`src/rtl/ifr_pkg.sv`:
```
package ifr_pkg;
  typedef enum logic [1:0] {
    ST_IDLE = 2'd0,
    ST_DATA = 2'd1,
    ST_PAD  = 2'd2,
    ST_EOD  = 2'd3
  } ifr_state_e;
endpackage

```
`src/rtl/ifr_shifter.sv`:
```
module ifr_shifter #(
  parameter int DATA_W = 8
) (
  input  logic              clk,
  input  logic              rst,
  input  logic              load,
  input  logic [DATA_W-1:0] load_val,
  input  logic              shift,
  output logic              msb,
  output logic              last
);
  localparam int CNT_W = $clog2(DATA_W);

  logic [DATA_W-1:0] sh_q;
  logic [CNT_W-1:0]  cnt_q;

  always_ff @(posedge clk) begin
    if (rst) begin
      sh_q  <= '1;
      cnt_q <= '0;
    end else if (load) begin
      sh_q  <= load_val;
      cnt_q <= '0;
    end else if (shift) begin
      sh_q  <= {sh_q[DATA_W-2:0], 1'b1};
      cnt_q <= cnt_q + 1'b1;
    end
  end

  assign msb  = sh_q[DATA_W-1];
  assign last = (cnt_q == CNT_W'(DATA_W-1));

  // a fresh byte always restarts at its first bit
  p_load_restart_r3: assert property (@(posedge clk) disable iff (rst)
    load |=> !last);
endmodule

```
`src/rtl/ifr_window.sv`:
```
module ifr_window (
  input  logic clk,
  input  logic rst,
  input  logic ev_eod,
  input  logic ev_eof,
  input  logic ev_nb,
  input  logic req_set,
  input  logic req_drop,
  input  logic ev_ifr_ok,
  input  logic ev_rx_err,
  output logic win_open,
  output logic req
);
  always_ff @(posedge clk) begin
    if (rst) begin
      win_open <= 1'b0;
      req      <= 1'b0;
    end else begin
      if (ev_eod)              win_open <= 1'b1;
      else if (ev_eof || ev_nb) win_open <= 1'b0;
      if (req_drop || ev_ifr_ok || ev_rx_err) req <= 1'b0;
      else if (req_set)                       req <= 1'b1;
    end
  end

  // a foreign normalization bit shuts the window
  p_nb_closes_r5: assert property (@(posedge clk) disable iff (rst)
    (ev_nb && !ev_eod) |=> !win_open);
  // foreign response or receive error removes the request
  p_req_cleared_r6: assert property (@(posedge clk) disable iff (rst)
    (ev_ifr_ok || ev_rx_err) |=> !req);
endmodule

```
`src/rtl/ifr_tx_seq.sv`:
```
module ifr_tx_seq #(
  parameter int DATA_W   = 8,
  parameter int PAD_BITS = 2
) (
  input  logic              clk,
  input  logic              rst,
  input  logic              ie,
  input  logic              host_wr,
  input  logic [DATA_W-1:0] host_data,
  input  logic              req_set,
  input  logic              eod_cmd,
  input  logic [1:0]        flag_clr,
  input  logic              ev_eod,
  input  logic              ev_eof,
  input  logic              ev_nb,
  input  logic              ev_ifr_ok,
  input  logic              ev_rx_err,
  input  logic              bit_stb,
  input  logic              rx_bit,
  output logic              tx_en,
  output logic              tx_bit,
  output logic              tx_eod,
  output logic              tdre,
  output logic              irq,
  output logic              req,
  output logic              underrun,
  output logic              arb_lost,
  output logic              inv_sym
);
  import ifr_pkg::*;

  localparam int PAD_W = $clog2(PAD_BITS + 1);

  ifr_state_e        state_q, state_n;
  logic [DATA_W-1:0] hold_q;
  logic              hold_full_q, eod_pend_q, pad_ur_q;
  logic [PAD_W-1:0]  pad_cnt_q;

  logic win_open, sh_msb, sh_last;
  logic sh_load, sh_shift, req_drop, ur_evt, arb_evt, pad_done, lose;

  ifr_shifter #(.DATA_W(DATA_W)) u_shift (
    .clk(clk), .rst(rst), .load(sh_load), .load_val(hold_q),
    .shift(sh_shift), .msb(sh_msb), .last(sh_last)
  );

  ifr_window u_win (
    .clk(clk), .rst(rst), .ev_eod(ev_eod), .ev_eof(ev_eof), .ev_nb(ev_nb),
    .req_set(req_set), .req_drop(req_drop), .ev_ifr_ok(ev_ifr_ok),
    .ev_rx_err(ev_rx_err), .win_open(win_open), .req(req)
  );

  assign lose = sh_msb && !rx_bit;

  always_comb begin
    state_n  = state_q;
    sh_load  = 1'b0;
    sh_shift = 1'b0;
    req_drop = 1'b0;
    ur_evt   = 1'b0;
    arb_evt  = 1'b0;
    pad_done = 1'b0;
    case (state_q)
      ST_IDLE: begin
        if (win_open && req && hold_full_q) begin
          sh_load = 1'b1;
          state_n = ST_DATA;
        end
      end
      ST_DATA: begin
        if (bit_stb) begin
          if (sh_last) begin
            if (lose) begin
              arb_evt = 1'b1; req_drop = 1'b1; state_n = ST_PAD;
            end else if (hold_full_q) begin
              sh_load = 1'b1;
            end else if (eod_pend_q) begin
              state_n = ST_EOD;
            end else begin
              ur_evt = 1'b1; req_drop = 1'b1; state_n = ST_PAD;
            end
          end else if (lose) begin
            arb_evt = 1'b1; req_drop = 1'b1; state_n = ST_IDLE;
          end else begin
            sh_shift = 1'b1;
          end
        end
      end
      ST_PAD: begin
        if (bit_stb && pad_cnt_q == PAD_W'(PAD_BITS - 1)) begin
          pad_done = 1'b1;
          state_n  = ST_IDLE;
        end
      end
      default: begin
        if (bit_stb) begin
          req_drop = 1'b1;
          state_n  = ST_IDLE;
        end
      end
    endcase
  end

  always_ff @(posedge clk) begin
    if (rst) begin
      state_q     <= ST_IDLE;
      hold_q      <= '0;
      hold_full_q <= 1'b0;
      tdre        <= 1'b0;
      eod_pend_q  <= 1'b0;
      pad_cnt_q   <= '0;
      pad_ur_q    <= 1'b0;
      underrun    <= 1'b0;
      arb_lost    <= 1'b0;
      inv_sym     <= 1'b0;
    end else begin
      state_q <= state_n;
      if (sh_load) begin
        hold_full_q <= 1'b0;
        tdre        <= 1'b1;
      end
      if (arb_evt) hold_full_q <= 1'b0;
      if (host_wr) begin
        hold_q      <= host_data;
        hold_full_q <= 1'b1;
        tdre        <= 1'b0;
      end
      if (arb_evt || ur_evt || (state_q == ST_EOD && bit_stb)) eod_pend_q <= 1'b0;
      else if (eod_cmd)                                        eod_pend_q <= 1'b1;
      if (state_n == ST_PAD && state_q != ST_PAD) begin
        pad_cnt_q <= '0;
        pad_ur_q  <= ur_evt;
      end else if (state_q == ST_PAD && bit_stb) begin
        pad_cnt_q <= pad_cnt_q + 1'b1;
      end
      inv_sym <= pad_done && pad_ur_q;
      if (ur_evt)           underrun <= 1'b1;
      else if (flag_clr[0]) underrun <= 1'b0;
      if (arb_evt)          arb_lost <= 1'b1;
      else if (flag_clr[1]) arb_lost <= 1'b0;
    end
  end

  assign tx_en  = (state_q != ST_IDLE);
  assign tx_bit = (state_q == ST_DATA) ? sh_msb : 1'b1;
  assign tx_eod = (state_q == ST_EOD);
  assign irq    = tdre && ie;

  // end-of-data symbol only follows a pending host command
  p_eod_needs_cmd_r2: assert property (@(posedge clk) disable iff (rst)
    $rose(tx_eod) |-> $past(eod_pend_q));
  // no transmission begins with the window shut
  p_no_start_closed_r4: assert property (@(posedge clk) disable iff (rst)
    (state_q == ST_IDLE && !win_open) |=> !tx_en);
  // transmitter never goes quiet with the request still raised
  p_req_gone_at_stop_r7: assert property (@(posedge clk) disable iff (rst)
    $fell(tx_en) |-> !req);
  // mid-byte arbitration loss stops at the very next slot
  p_arb_stop_r8: assert property (@(posedge clk) disable iff (rst)
    (state_q == ST_DATA && bit_stb && tx_bit && !rx_bit && !sh_last) |=> !tx_en);
  // flags only drop on a host clear
  p_ur_sticky_r10: assert property (@(posedge clk) disable iff (rst)
    $fell(underrun) |-> $past(flag_clr[0]));
  p_arb_sticky_r10: assert property (@(posedge clk) disable iff (rst)
    $fell(arb_lost) |-> $past(flag_clr[1]));
endmodule

```
`config.mk`:
```
export PLATFORM = sky130hd
export DESIGN_NAME = ifr_tx_seq
export DESIGN_NICKNAME = d
export VERILOG_FILES = /design/src/rtl/ifr_pkg.sv /design/src/rtl/ifr_shifter.sv /design/src/rtl/ifr_window.sv /design/src/rtl/ifr_tx_seq.sv
export SDC_FILE = /design/constraint.sdc
export NUM_CORES = 1
export LEC_CHECK = 0
export BUFFER_PORTS_ARGS = -buffer_cell sky130_fd_sc_hd__buf_2
export CAP_MARGIN = 0
export CORE_MARGIN = 8
export CORE_UTILIZATION = 35
export DETAILED_ROUTE_END_ITERATION = 10
export PLACE_DENSITY_LB_ADDON = 0.08
export SYNTH_ARGS = -nofsm -noshare
export SYNTH_HDL_FRONTEND = slang
export SYNTH_SLANG_ARGS = --single-unit
```
`constraint.sdc`:
```
create_clock -name clk -period 1.6 [get_ports clk]
set_input_delay 0.08 -clock clk [delete_from_list [all_inputs] [get_ports clk]]
set_output_delay 0.08 -clock clk [all_outputs]
set_load 0.005 [all_outputs]
```
; Word-level counts from Yosys, hierarchy flattened
; Cells that the tools add are included.
[classes]
mux = 48
reduce_logical = 28
add_sub_neg = 2
eq_ne = 7
[ops]
columns = cell, count
row1 = 1-bit two-way mux, 35
row2 = 2-bit two-way mux, 8
row3 = 8-bit two-way mux, 2
row4 = 2-bit OR reduction, 6
row5 = 2-bit nonzero test, 5
row6 = 1-bit logical AND, 9
row7 = 2-bit equality test (second input constant), 3
row8 = 2-bit case mux with 3 select lines, 1
row9 = 1-bit logical OR, 5
row10 = 2-bit by 1-bit equality test with 1-bit output (second input constant), 2
row11 = 1-bit case mux with 2 select lines, 2
row12 = 3-bit by 1-bit adder with 3-bit output (second input constant), 1
row13 = 3-bit equality test (second input constant), 1
row14 = 3-bit nonzero test, 1
row15 = 2-bit by 1-bit adder with 2-bit output (second input constant), 1
row16 = 2-bit zero test, 1
row17 = 2-bit != test (second input constant), 1
row18 = 1-bit zero test, 1
[word_totals]
input_bits = 23
output_inout_bits = 9
word_cells = 99
regBits = 32

; Logic depth before layout (Yosys ltp)
[depth]
word_depth = 9
depth_mapped = 7
depth_no_buf = 6

; Cells and area by module
; Synthesis repeated with hierarchy kept, for this count alone.
[unflattened]
cells_unflattened = 140
hier_area_um2 = 1385.1
[by_module_without_submodules]
columns = module, cells_each, area_each_um2, instances, seq_area_each_um2
row1 = ifr_tx_seq, 87, 817.0, 1, 380.4
row2 = ifr_shifter, 46, 496.7, 1, 220.2
row3 = ifr_window, 7, 71.3, 1, 40.0

; Worst setup path after synthesis
; No wires, ideal clock.
[synth_path]
path_type = flip-flop to flip-flop
from = register u_shift.cnt_q[0]
to = register u_shift.sh_q[0]
synth_period_minus_slack_ps = 1669
arrival_ps = 1549
path_buffers = 1
setup_time_ps = 119
path_stages_with_launch = 8
t_required_ps = 1481
path_slack_ps = -69
path_cell_list = dfxtp_1 ha_1 ha_1 and4b_1 buf_6 a32o_2 nor3_1 o21bai_1
[synth_via]
elab_chain_len = 5
elab_cells_between_ends = 9
cone_classes = eq/ne: 1 / mux: 7 / reduce/logical: 1
[synth_lines]
columns = element, line_no
row1 = start: declaration, ifr_shifter.sv:15  ; logic [CNT_W-1:0] cnt_q;
row2 = start signal: assignment, ifr_shifter.sv:26  ; cnt_q <= cnt_q + 1'b1;
row3 = 3-bit equality test (*), ifr_shifter.sv:31  ; assign last = (cnt_q == CNT_W'(DATA_W-1));
row4 = 1-bit two-way mux, ifr_tx_seq.sv:72  ; if (sh_last) begin
row5 = 1-bit two-way mux, ifr_tx_seq.sv:71  ; if (bit_stb) begin
row6 = 1-bit case mux with 2 select lines or 1-bit two-way mux (tied branches), ifr_tx_seq.sv:63  ; case (state_q)
row7 = 8-bit two-way mux or 2-bit nonzero test (tied branches), n/a
row8 = end signal: assignment, ifr_shifter.sv:22  ; sh_q <= load_val;
row9 = end signal: assignment, ifr_shifter.sv:25  ; sh_q <= {sh_q[DATA_W-2:0], 1'b1};
row10 = end: declaration, ifr_shifter.sv:14  ; logic [DATA_W-1:0] sh_q;
; Every way passes the cells marked *; elsewhere a longest branch is shown, timed or not.
; A chain may end at the register's enable or synchronous reset.

; Worst setup path in the final report
[layout_path]
from = register u_shift.cnt_q[0]
to = register u_shift.sh_q[2]
; The elaborated chain is that of the path after synthesis.

==> flow_summary.yaml <==
outcome:
  status: "finished, violations left"
  violations: "negative setup slack"
power:
  leakage_nw: 0.7576
  peakVddDrop_mv: 0.5001
  powerDensity_nw_per_um2: 831.9
logic_synthesis:
  ys_ff_latch: 32
  synth-main-ff-cell: "dfxtp_1"
  avgSynthCellArea_sq_um: 9.807
  synth.distinct_cells: 37
  synth-seq-area-share: 0.4600
  synth_edf_count: 0
  synth_nets: 168
  async_flop_share: 0
  yosys_warnings: 0
  syn_inst: 142
  syn-cell-area_sq_um: 1393
final_layout:
  antenna_cells: 0
  nFillCells: 415
  final_util: 0.4597
  area_growth_syn_to_layout_pct: 29.20
  fin_nets: 211
  drive_gt1_frac: 0.3405
  mostFrequentLayoutCell: "buf_2"
  final_cell_mix: "buf_2, dfxtp_1, nor2_1, mux2i_1, a21oi_1"
die:
  pin_count: 32
  initial_core_util: 0.3558
  die_h_um: 79.08
  placementRows: 23
  dieWidth_um: 79.08
  core-area_sq_um: 3914
  dieArea_sq_um: 6253
global_routing:
  gr-max-usage-layer: "met2"
  overflow: 0
  grt_max_degree: 29
  grt_pass1_wl_um: 5154
  grt_use_total: 0.1044
  grt_pass1_vias: 1131
  met3_usage: 0.04289
  antenna_found_initial: 0
  met1_usage: 0.1167
  met2_usage: 0.1684
sta:
  fin_tns_setup_ps: -9.724
  slew_headroom: 0.6418
  tightestPinTransition_ps: 537.3
  finalCriticalPeriod_ps: 1606
  hold_ws_ps: 22.55
  skew_ps: 4.816
  finalHoldViolCount: 0
  report.final.slew_viol_count: 0
  rsz0062_at_grt: "true"
  setup_viol: 3
  clock.fmax_ghz: 0.6227
  period_share: 1.004
  setup_ws_ps: -5.825
clock_tree:
  worstSkewPairLatency_ps: 270
  clk_pin_slew_worst_paths_ps: 60
  cts_sinks: 32
  cts_root_buf: "clkbuf_8"
  clock_path_buffers: 2
  cts_tree: "yes"
  cts_buffers: 5
  cts_htree_levels: 2
setup_path:
  critPathKind: "flip-flop to flip-flop"
  crit_path_end_kind: "flip-flop"
  cp.arrival_ps: 1770
  path_max_fanout: 7
  required_ps: 1760
  start_kind: "flip-flop"
  r2r_cells: 6
worst_hold_path:
  worstHoldPathType: "primary input to flip-flop"
  min_path_cells: 3
drt:
  drt-pass1-iter-count: 4
  drtIter0Drc: 47
  drtAntennaViolNets: 0
  wl_per_cell_um: 13.19
  vias: 1117
  drc: 0
  avgViaCountPerCell: 4.753
  drt_wl_total_um: 3100
run:
  drv_cap: 0
place:
  gp_congestion: 0.7631
  dp_hpwl_um: 2219
  portBuffers: 31
-- what timing repair did --
action                     4_1_cts  5_1_grt
cloned                           0        0
setup buffers                    2        2
setup endpoints to repair       12       12
hold endpoints to repair         2        0
pin swaps                        9        2
resized for setup                6        3
hold buffers                     3        0
-- flip-flops by register name, summed over array words and instances, names as in the netlist --
| signal | cells |
|---|---|
| hold_q | 8 |
| u_win.win_open | 1 |
| eod_pend_q | 1 |
| state_q | 2 |
| tdre | 1 |
| u_shift.sh_q | 8 |
| arb_lost | 1 |
| underrun | 1 |
| u_shift.cnt_q | 3 |
| pad_ur_q | 1 |
| pad_cnt_q | 2 |
| u_win.req | 1 |
| hold_full_q | 1 |
| inv_sym | 1 |
-- worst max-delay path, stage by stage (launching register included) --
cell	delay [ps]
dfxtp_2	330
ha_4	160
ha_4	160
and4b_2	250
a32o_2	320
nor2_4	180
a21oi_1	90
-- report_power, final --
| group | total (mW) | switching, mW | internal (mW) | leakage (nW) |
|---|---|---|---|---|
| clock network | 0.562 | 0.267 | 0.295 | 0.0410 |
| registers | 0.828 | 0.0118 | 0.816 | 0.262 |
| logic | 0.107 | 0.0541 | 0.0529 | 0.455 |
| total | 1.50 | 0.333 | 1.16 | 0.758 |
-- metal layers --
metal | wire (um) | vias to the layer above
met2 | 1539 | 17
li1 | - | 579
met5 | 0 | -
met4 | 33 | 0
met3 | 110 | 2
met1 | 1418 | 519
-- per-stage QoR --
| stage | cells | instance area, sq um | setup WS [ps] | power, mW |
|---|---|---|---|---|
| 5_1_grt | 235 | 1799 | -64.91 | 1.575 |
| 2_1_floorplan | 142 | 1403 | 6.692 | 0.9009 |
| 4_1_cts | 233 | 1774 | -10.43 | 1.529 |
| 3_3_place_gp | 221 | 1624 | -41.26 | 0.9439 |
| 6_report | 235 | 1799 | -5.825 | 1.497 |
| 3_5_place_dp | 221 | 1624 | -85.48 | 0.9456 |
-- path summary, 6_finish.rpt --
path	start	to	slack, ps
worst max-delay path	u_shift.cnt_q[0]$_SDFFE_PP0P_	u_shift.sh_q[2]$_SDFFE_PP1P_	-6
worst min register to register	pad_ur_q$_SDFFE_PP0P_	inv_sym$_SDFF_PP0_	440
worst min-delay path	ev_eod	u_win.win_open$_SDFFE_PP0P_	20
worst max register to register	u_shift.cnt_q[0]$_SDFFE_PP0P_	u_shift.sh_q[2]$_SDFFE_PP1P_	-6
-- synth_stat cells (2+ instances only) --
cell type | n | share of area
inv_1 | 2 | 0.0054
buf_6 | 2 | 0.016
nor2b_1 | 2 | 0.0090
o21ai_0 | 2 | 0.0072
o21a_1 | 2 | 0.011
ha_1 | 3 | 0.027
dfxtp_1 | 32 | 0.46
mux2i_1 | 17 | 0.12
nand2_1 | 3 | 0.0081
a21oi_1 | 11 | 0.040
clkbuf_1 | 3 | 0.0081
nand2b_1 | 3 | 0.013
nor3_1 | 10 | 0.036
a31oi_1 | 2 | 0.0090
and2_1 | 2 | 0.0090
nor2_1 | 25 | 0.067
-- cell families after synthesis --
kind of cell    Yosys count  share of synthesized area
compound gates           23                     0.1168
xor+xnor                  2                    0.01258
fa+ha+maj                 3                    0.02696
buf+inv                   9                    0.03863
flops                    32                     0.4600
mux                      17                     0.1222
simple gates             56                     0.2228
-- final cells by class --
cell class / instances / area (sq um) / share of cell area
clock buffers: 6 / 72.57 / 0.04033
clock inverters: 1 / 5.005 / 0.002782
inverters: 2 / 7.507 / 0.004172
multi-input cells: 101 / 735.7 / 0.4089
flip-flops and latches: 32 / 643.1 / 0.3574
well taps: 50 / 62.56 / 0.03477
repair buffers: 43 / 272.8 / 0.1516
Note: power is estimated with default switching activity, not from simulation.
